`src/rtl/cdiv_pkg.sv`:
```
package cdiv_pkg;

    // Recipe codes; the stages decode these values.
    typedef enum logic [2:0] {
        DM_POW2  = 3'd0,
        DM_PLAIN = 3'd1,
        DM_HALVE = 3'd2,
        DM_FIXUP = 3'd3,
        DM_FLOOR = 3'd4
    } div_mode_e;

    // How round-down avoids the wrap of n+1 at the all-ones dividend.
    localparam int OVF_SATURATE   = 0;
    localparam int OVF_DISTRIBUTE = 1;

endpackage

```
`src/rtl/cdiv_pre.sv`:
```
module cdiv_pre
    import cdiv_pkg::*;
#(
    parameter int DATA_W    = 32,
    parameter int SH_W      = 5,
    parameter int OVF_STYLE = OVF_SATURATE
) (
    input  logic              clk,
    input  logic              rst,
    input  logic              in_valid,
    input  logic [DATA_W-1:0] in_dividend,
    input  div_mode_e         in_mode,
    input  logic [DATA_W-1:0] in_magic,
    input  logic [SH_W-1:0]   in_shift,
    output logic              s1_valid,
    output div_mode_e         s1_mode,
    output logic [DATA_W-1:0] s1_magic,
    output logic [SH_W-1:0]   s1_shift,
    output logic [DATA_W-1:0] s1_operand,
    output logic              s1_add_magic
);

    logic [DATA_W-1:0] floor_op;
    logic              floor_add;
    logic [DATA_W-1:0] op_c;
    logic              add_c;

    // Round-down operand: either a saturating increment or a later +magic.
    generate
        if (OVF_STYLE == OVF_SATURATE) begin : g_sat
            assign floor_op  = (&in_dividend) ? in_dividend : in_dividend + DATA_W'(1);
            assign floor_add = 1'b0;
        end else begin : g_dist
            assign floor_op  = in_dividend;
            assign floor_add = 1'b1;
        end
    endgenerate

    always_comb begin
        op_c  = in_dividend;
        add_c = 1'b0;
        case (in_mode)
            DM_HALVE: op_c = in_dividend >> 1;
            DM_FLOOR: begin
                op_c  = floor_op;
                add_c = floor_add;
            end
            default: ;
        endcase
    end

    always_ff @(posedge clk) begin
        if (rst) begin
            s1_valid     <= 1'b0;
            s1_mode      <= DM_POW2;
            s1_magic     <= '0;
            s1_shift     <= '0;
            s1_operand   <= '0;
            s1_add_magic <= 1'b0;
        end else begin
            s1_valid     <= in_valid;
            s1_mode      <= in_mode;
            s1_magic     <= in_magic;
            s1_shift     <= in_shift;
            s1_operand   <= op_c;
            s1_add_magic <= add_c;
        end
    end

endmodule

```
`src/rtl/cdiv_mul.sv`:
```
module cdiv_mul
    import cdiv_pkg::*;
#(
    parameter int DATA_W = 32,
    parameter int SH_W   = 5
) (
    input  logic              clk,
    input  logic              rst,
    input  logic              s1_valid,
    input  div_mode_e         s1_mode,
    input  logic [DATA_W-1:0] s1_magic,
    input  logic [SH_W-1:0]   s1_shift,
    input  logic [DATA_W-1:0] s1_operand,
    input  logic              s1_add_magic,
    output logic              s2_valid,
    output div_mode_e         s2_mode,
    output logic [SH_W-1:0]   s2_shift,
    output logic [DATA_W-1:0] s2_operand,
    output logic [DATA_W-1:0] s2_hi
);

    localparam int PW = 2 * DATA_W;

    logic [PW-1:0] full_c;
    logic          unused_lo;

    // Double-width product; the optional +magic term carries into the top half.
    assign full_c    = PW'(s1_magic) * PW'(s1_operand)
                     + (s1_add_magic ? PW'(s1_magic) : PW'(0));
    assign unused_lo = ^full_c[DATA_W-1:0];

    always_ff @(posedge clk) begin
        if (rst) begin
            s2_valid   <= 1'b0;
            s2_mode    <= DM_POW2;
            s2_shift   <= '0;
            s2_operand <= '0;
            s2_hi      <= '0;
        end else begin
            s2_valid   <= s1_valid;
            s2_mode    <= s1_mode;
            s2_shift   <= s1_shift;
            s2_operand <= s1_operand;
            s2_hi      <= full_c[PW-1:DATA_W];
        end
    end

endmodule

```
`src/rtl/cdiv_post.sv`:
```
module cdiv_post
    import cdiv_pkg::*;
#(
    parameter int DATA_W = 32,
    parameter int SH_W   = 5
) (
    input  logic              clk,
    input  logic              rst,
    input  logic              s2_valid,
    input  div_mode_e         s2_mode,
    input  logic [SH_W-1:0]   s2_shift,
    input  logic [DATA_W-1:0] s2_operand,
    input  logic [DATA_W-1:0] s2_hi,
    output logic              out_valid,
    output logic [DATA_W-1:0] out_quotient
);

    logic [DATA_W-1:0] diff_c;
    logic [DATA_W-1:0] mid_c;
    logic [DATA_W-1:0] res_c;

    // Correction for the N+1-bit multiplier: hi <= n, so no wrap occurs.
    assign diff_c = s2_operand - s2_hi;
    assign mid_c  = (diff_c >> 1) + s2_hi;

    always_comb begin
        case (s2_mode)
            DM_POW2:  res_c = s2_operand >> s2_shift;
            DM_FIXUP: res_c = mid_c >> s2_shift;
            default:  res_c = s2_hi >> s2_shift;
        endcase
    end

    always_ff @(posedge clk) begin
        if (rst) begin
            out_valid    <= 1'b0;
            out_quotient <= '0;
        end else begin
            out_valid    <= s2_valid;
            out_quotient <= res_c;
        end
    end

endmodule

```
`src/rtl/cdiv_top.sv`:
```
module cdiv_top
    import cdiv_pkg::*;
#(
    parameter int DATA_W    = 32,
    parameter int OVF_STYLE = OVF_SATURATE,
    localparam int SH_W     = $clog2(DATA_W)
) (
    input  logic              clk,
    input  logic              rst,
    input  logic              in_valid,
    input  logic [DATA_W-1:0] in_dividend,
    input  logic [2:0]        in_mode,
    input  logic [DATA_W-1:0] in_magic,
    input  logic [SH_W-1:0]   in_shift,
    output logic              out_valid,
    output logic [DATA_W-1:0] out_quotient
);

    logic              s1_valid;
    div_mode_e         s1_mode;
    logic [DATA_W-1:0] s1_magic;
    logic [SH_W-1:0]   s1_shift;
    logic [DATA_W-1:0] s1_operand;
    logic              s1_add_magic;

    logic              s2_valid;
    div_mode_e         s2_mode;
    logic [SH_W-1:0]   s2_shift;
    logic [DATA_W-1:0] s2_operand;
    logic [DATA_W-1:0] s2_hi;

    cdiv_pre #(
        .DATA_W(DATA_W), .SH_W(SH_W), .OVF_STYLE(OVF_STYLE)
    ) pre_i (
        .clk(clk), .rst(rst),
        .in_valid(in_valid), .in_dividend(in_dividend),
        .in_mode(div_mode_e'(in_mode)), .in_magic(in_magic), .in_shift(in_shift),
        .s1_valid(s1_valid), .s1_mode(s1_mode), .s1_magic(s1_magic),
        .s1_shift(s1_shift), .s1_operand(s1_operand), .s1_add_magic(s1_add_magic)
    );

    cdiv_mul #(.DATA_W(DATA_W), .SH_W(SH_W)) mul_i (
        .clk(clk), .rst(rst),
        .s1_valid(s1_valid), .s1_mode(s1_mode), .s1_magic(s1_magic),
        .s1_shift(s1_shift), .s1_operand(s1_operand), .s1_add_magic(s1_add_magic),
        .s2_valid(s2_valid), .s2_mode(s2_mode), .s2_shift(s2_shift),
        .s2_operand(s2_operand), .s2_hi(s2_hi)
    );

    cdiv_post #(.DATA_W(DATA_W), .SH_W(SH_W)) post_i (
        .clk(clk), .rst(rst),
        .s2_valid(s2_valid), .s2_mode(s2_mode), .s2_shift(s2_shift),
        .s2_operand(s2_operand), .s2_hi(s2_hi),
        .out_valid(out_valid), .out_quotient(out_quotient)
    );

endmodule

```
`config.mk`:
```
export PLATFORM = sky130hd
export DESIGN_NAME = cdiv_top
export DESIGN_NICKNAME = d
export VERILOG_FILES = /design/src/rtl/cdiv_pkg.sv /design/src/rtl/cdiv_pre.sv /design/src/rtl/cdiv_mul.sv /design/src/rtl/cdiv_post.sv /design/src/rtl/cdiv_top.sv
export SDC_FILE = /design/constraint.sdc
export NUM_CORES = 2
export LEC_CHECK = 0
export BUFFER_PORTS_ARGS = -buffer_cell sky130_fd_sc_hd__buf_4
export CORE_MARGIN = 3
export CORE_UTILIZATION = 44
export CTS_BUF_LIST = sky130_fd_sc_hd__clkbuf_4 sky130_fd_sc_hd__clkbuf_8
export DETAILED_ROUTE_END_ITERATION = 12
export PLACE_DENSITY = 0.61
export SYNTH_ARGS = -nofsm -noshare
export SYNTH_HDL_FRONTEND = slang
export SYNTH_SLANG_ARGS = --single-unit
```
`constraint.sdc`:
```
create_clock -name clk -period 21.4 [get_ports clk]
set_input_delay 2.14 -clock clk [delete_from_list [all_inputs] [get_ports clk]]
set_output_delay 2.14 -clock clk [all_outputs]
set_load 0.005 [all_outputs]
```
======== Word level (Yosys, flattened, before mapping) ========
Index checks and enable logic that the tools add are counted.
storage, ports and cells
  register bits ........................... 179
  word-level logic and storage cells ...... 27
operators by class
  $add $sub $neg .......................... 3
  $mul .................................... 1
  eq/ne operators ......................... 3
  shift-type cells ........................ 3
  muxes and demuxes ....................... 3
  reduce and logical (&&, ||, !) cells .... 2
operators with widths
  cell                     count
  $pmux W32 S2             2
  $shr A32 B5 Y32          3
  $mul A32 B32 Y64         1
  $add A31 B32 Y32         1
  $add A32 B1 Y32 const B  1
  $mux W32                 1
  $reduce_and A32 Y1       1
  $sub A32 B32 Y32         1
  $eq A3 B2 Y1 const B     2
  $eq A3 B3 Y1 const B     1
  $logic_not A3 Y1         1

======== Longest topological paths before layout ========
  word-level depth ........................ 4
  depth in mapped cells ................... 29
  gate-level depth less buffers ........... 28

======== Hierarchy ========
From an unflattened synthesis, not the netlist that was laid out.
unflattened totals
  cell total of the unflattened synthesis .. 5,298
  area, all modules ....................... 46,542.1 um^2
modules (own cells, without submodules)
  module     instances  cells each  area each (um^2)  seq. area each (um^2)
  cdiv_mul   1          3,981       36,236.0          1,461.4
  cdiv_post  1          963         7,036.7           660.6
  cdiv_pre   1          354         3,269.4           1,461.4

======== Least setup slack after synthesis ========
OpenSTA, ideal clock, no wires.
  path kind ............................... reg2reg
  from .................................... register pre_i.s1_operand[10]
  to ...................................... register mul_i.s2_hi[30]
  arrival time ............................ 7.435 ns
  required time ........................... 21.279 ns
  path slack .............................. 13.844 ns
  cell stages (with the launch flop) ...... 24
  buffers on the path ..................... 1
  cells stage by stage .................... dfxtp_1 clkbuf_1 and2_1 fa_1 fa_1 inv_1 fa_1 fa_1 inv_1 fa_1 fa_1 fa_1 fa_1 ha_1 a21o_1 a21o_1 a221oi_1 o221a_2 o31a_1 a31oi_1 o41ai_1 nand2_1 a21oi_1 mux2_2
between the ends
  word-level cells in the longest chain between the ends .. 1
RTL lines
  element                 line            source
  start, declared         cdiv_pre.sv:19  output logic [DATA_W-1:0] s1_operand,
  start signal, assigned  cdiv_pre.sv:65  s1_operand <= op_c;
  $mul A32 B32 Y64        cdiv_mul.sv:28  assign full_c = PW'(s1_magic) * PW'(s1_operand)
  end signal, assigned    cdiv_mul.sv:44  s2_hi <= full_c[PW-1:DATA_W];
  end, declared           cdiv_mul.sv:19  output logic [DATA_W-1:0] s2_hi
Every way passes these cells.
A chain may end at the register's enable or synchronous reset.

======== Worst setup path after layout ========
  from .................................... register pre_i.s1_magic[13]
  to ...................................... register mul_i.s2_hi[26]
between the ends
  word-level cells in the longest chain between the ends .. 1
RTL lines
  element                 line            source
  start, declared         cdiv_pre.sv:17  output logic [DATA_W-1:0] s1_magic,
  start signal, assigned  cdiv_pre.sv:63  s1_magic <= in_magic;
  $mul A32 B32 Y64        cdiv_mul.sv:28
Every way passes these cells.

==> run_results.csv <==
group,metric,value,unit
setup_path,worstPathArrival,8.99,ns
floorplan,initial_core_util,0.4470,
setup_path,regToRegEndpoint,"mul_i.s2_hi[26]",
status,status,"completed",
final_layout,drive_gt1_frac,0.05765,
setup_path,critPathMostFrequentCell,"fa_1",
setup_path,reg2reg_depth,23,
cts,clock_sinks,179,
placed_design,port_buffers,107,
cts,clk_path_buf_depth,2,
sta,tightest_slew,1.037,ns
detailed_routing,ant_nets,0,
cts,postCtsResizedCells,0,
sta,drv_slew,0,
global_route,gr-total-overflow,0,
min_path,hold_start,"mul_i.s2_valid",
setup_path,r2r-start,"pre_i.s1_magic[13]",
setup_path,crit_chain,"and2_1 > fa_1 > fa_1 > inv_1 > fa_1 > fa_1 > inv_1 > fa_1 > fa_1 > fa_1 > fa_1 > ha_1 > a21oi_1 > o221ai_1 > a221oi_1 > o221a_2 > o31a_1 > a31oi_1 > o41ai_1 > buf_4 > a21oi_1 > o21a_1 > nor3_1",
synth,syn-num-nets,6318,
sta,maxSlewHeadroom,0.3086,
sta,max_freq,117.6,MHz
synth,synth-edff-count,0,
cts,clock_tree.htree_level_count,4,
global_route,grt_pass1_wl,208.2,mm
min_path,hold_end,"post_i.out_valid",
floorplan,core_area,98990,um2
floorplan,rows,115,
final_layout,layout_common_cells,"inv_1, fa_1, and2_1, nand2_1, ha_1",
detailed_routing,wl,132.2,mm
synth,syn_inst,5024,
sta,hold_violations,0,
placed_design,gp_congestion,0.9297,
power,p_per_area,80.37,nW/um2
synth,synth_top_family_by_area,"adder cells",
min_path,holdPathStages,1,
synth,yosysSeqAreaShare,0.08097,
final_layout,area.growth.synth_to_final,5.171,%
detailed_routing,viasPerCell,5.561,
final_layout,utilization,0.4702,
synth,synth_compound_area_frac,0.09799,
detailed_routing,vias,34690,
cts,clockRootBuffer,"clkbuf_8",
power,vdd_ir_drop_max,0.08037,mV
power,p_leak,22.80,nW
cts,cts_setup_buffers,0,
placed_design,place_hpwl,94.86,mm
sta,clock-skew-final,0.04603,ns
setup_path,crit_buf_inv,3,
setup_path,cpPeakStageDelay,1.02,ns
synth,synthDistinctLibCells,88,
global_route,grt_max_degree,58,
sta,rsz0062_at_grt,"no",
setup_path,critical_path.max_fanout,32,
setup_path,regToRegSetupSlack,12.90,ns
floorplan,die-area,104400,um2
sta,setup-violations-final,0,
sta,period_minus_slack,8.505,ns
floorplan,dieHeight,323.1,um
cts,cts_tree,"built",
setup_path,cp-end-kind,"flop",
final_layout,final_cells,6237,
setup_path,start_kind,"flop",
detailed_routing,drc,0,
global_route,grt_use_total,0.2601,
synth,yosys.area_share.simple,0.1951,
final_layout,fin_nets,6225,
min_path,min_path_type,"flop to flop",
final_layout,final_common_cell,"inv_1",
synth,synth_fa_ha_area_frac,0.4968,
setup_path,cp.required,21.88,ns
detailed_routing,wl_per_cell,21.19,um
detailed_routing,drtIter0Drc,2855,
synth,synth.ff_latch_count,179,
synth,asyncSetResetFlopFracSynth,0,
global_route,grt_antenna_before_repair,7,
cts,cts-hold-fix-buffers,0,
sta,fin_crit_sh,0.3974,
setup_path,cp_slowest_cell,"dfxtp_2",
synth,avgSynthCellArea,8.809,um2
setup_path,path_class,"flop to flop",
synth,muxShareOfSynthArea,0.01346,
synth,synth_xor_area_frac,0.01168,
run,max_cap_violations,0,
detailed_routing,first_pass_iters,5,
synth,yosysWarnings,0,
cts,numCtsBuffers,17,
setup_path,crit_family,"adder cells",
floorplan,die_w,323.1,um
synth,ys.flop_type,"dfxtp_1",
synth,synth_area,44250,um2
placed_design,dpl.cell_count,6199,
sta,setup_tns,0,ns
floorplan,pin_count,108,
cts,clk_latency,0.62,ns
cts,clkTransAtPathRegs,0.13,ns
global_route,grt_pass1_vias,35690,
==> final cells by class <==
cell class,instances,area (um2)
Antenna cell,6,15.01
Fill cell,9606,52450
Inverter,938,3521
Timing Repair Buffer,172,1295
Clock buffer,18,241.5
Clock inverter,14,175.2
Sequential cell,179,3611
Tap cell,1287,1610
Multi-Input combinational cell,3623,36070
==> cells in the mapped netlist (all sizes together), types with 7 or more instances <==
library cell | instances | area (um2)
a211oi | 30 | 225.2
nor2b | 96 | 600.6
a221oi | 22 | 192.7
o21bai | 12 | 90.09
a21o | 68 | 510.5
a32oi | 7 | 61.31
nand2b | 16 | 100.1
or3 | 16 | 106.4
o21a | 36 | 271.5
o31ai | 13 | 102.6
and3 | 38 | 237.7
o211ai | 23 | 172.7
xor2 | 18 | 157.7
nand4 | 26 | 162.7
nor2 | 150 | 563.0
mux2i | 19 | 190.2
fa | 897 | 17960
a31oi | 22 | 137.6
dfxtp | 179 | 3583
ha | 322 | 4029
a221o | 7 | 70.07
and2 | 621 | 3885
o22ai | 11 | 68.82
mux2 | 12 | 135.1
buf | 19 | 88.84
nor3 | 59 | 295.3
a21oi | 154 | 782.0
inv | 937 | 3517
nand3 | 54 | 270.3
and4 | 8 | 70.07
a31o | 8 | 70.07
clkbuf | 265 | 994.7
or2 | 12 | 75.08
nand2 | 552 | 2074
a22oi | 35 | 262.8
a21boi | 7 | 52.55
a22o | 13 | 113.9
mux4 | 12 | 270.3
xnor2 | 41 | 359.1
nor4 | 14 | 87.58
o21ai | 84 | 420.4
o211a | 9 | 90.09
o311ai | 7 | 61.31
==> per-stage QoR <==
stage	hold slack (ns)	area (um2)	worst slack [ns]	total power [mW]
CTS	0.4582	46530	12.89	3.724
global placement	0.4175	46110	13.02	3.390
detailed placement	0.4249	46110	12.91	3.420
global route	0.4753	46530	12.61	4.109
finish	0.4533	46540	12.90	3.741
floorplan	0.4138	44250	13.84	2.594
==> sequential cells by signal, summed over array words and instances, names as in the netlist <==
name,count
pre_i.s1_valid,1
pre_i.s1_mode,3
pre_i.s1_shift,5
mul_i.s2_valid,1
post_i.out_quotient,32
post_i.out_valid,1
pre_i.s1_operand,32
mul_i.s2_mode,3
pre_i.s1_magic,32
mul_i.s2_operand,32
mul_i.s2_shift,5
mul_i.s2_hi,32
==> cells by family (layout without fill, tap and decap cells) <==
kind of cell             after synthesis  in the layout
AO/OA/AOI/OAI                        627            627
AND/OR/NAND/NOR                     1675           1675
adder cells (fa/ha/maj)             1219           1219
flip-flops                           179            179
multiplexers                          43             43
buffers and inverters               1222           1142
other                                  0              6
XOR/XNOR                              59             59
==> worst max path at each step <==
| stage | from | end | slack [ns] | cells after the start |
|---|---|---|---|---|
| after CTS | pre_i.s1_operand[12] | mul_i.s2_hi[30] | 12.89 | 23 |
| final | pre_i.s1_magic[13] | mul_i.s2_hi[26] | 12.90 | 23 |
| after global placement | pre_i.s1_operand[12] | mul_i.s2_hi[30] | 13.02 | 23 |
| after detailed placement | pre_i.s1_operand[12] | mul_i.s2_hi[30] | 12.91 | 23 |
| after global routing | pre_i.s1_magic[13] | mul_i.s2_hi[26] | 12.61 | 23 |
| after floorplan | pre_i.s1_operand[10] | mul_i.s2_hi[30] | 13.84 | 23 |
==> power breakdown <==
part	total, mW	internal, mW	switching (mW)
sequential	0.439	0.378	0.0610
clock	0.277	0.0920	0.185
combinational	3.03	1.21	1.82
==> worst reg2reg max path, delay by kind of cell, from the launching register on <==
kind                     cells  cell delay, ns
buffers and inverters        3            0.34
adder cells (fa/ha/maj)      9            4.14
AO/OA/AOI/OAI                9            2.30
AND/OR/NAND/NOR              2            0.58
flip-flops                   1            1.02
==> per-layer routing <==
layer	track usage	up-vias	wire, um
met5	0	-	0
met4	0.06958	0	3197
met3	0.04499	206	10640
met2	0.4019	1330	58440
met1	0.3781	17740	59890
li1	-	15410	-
Power figures use the tool's default switching activity.
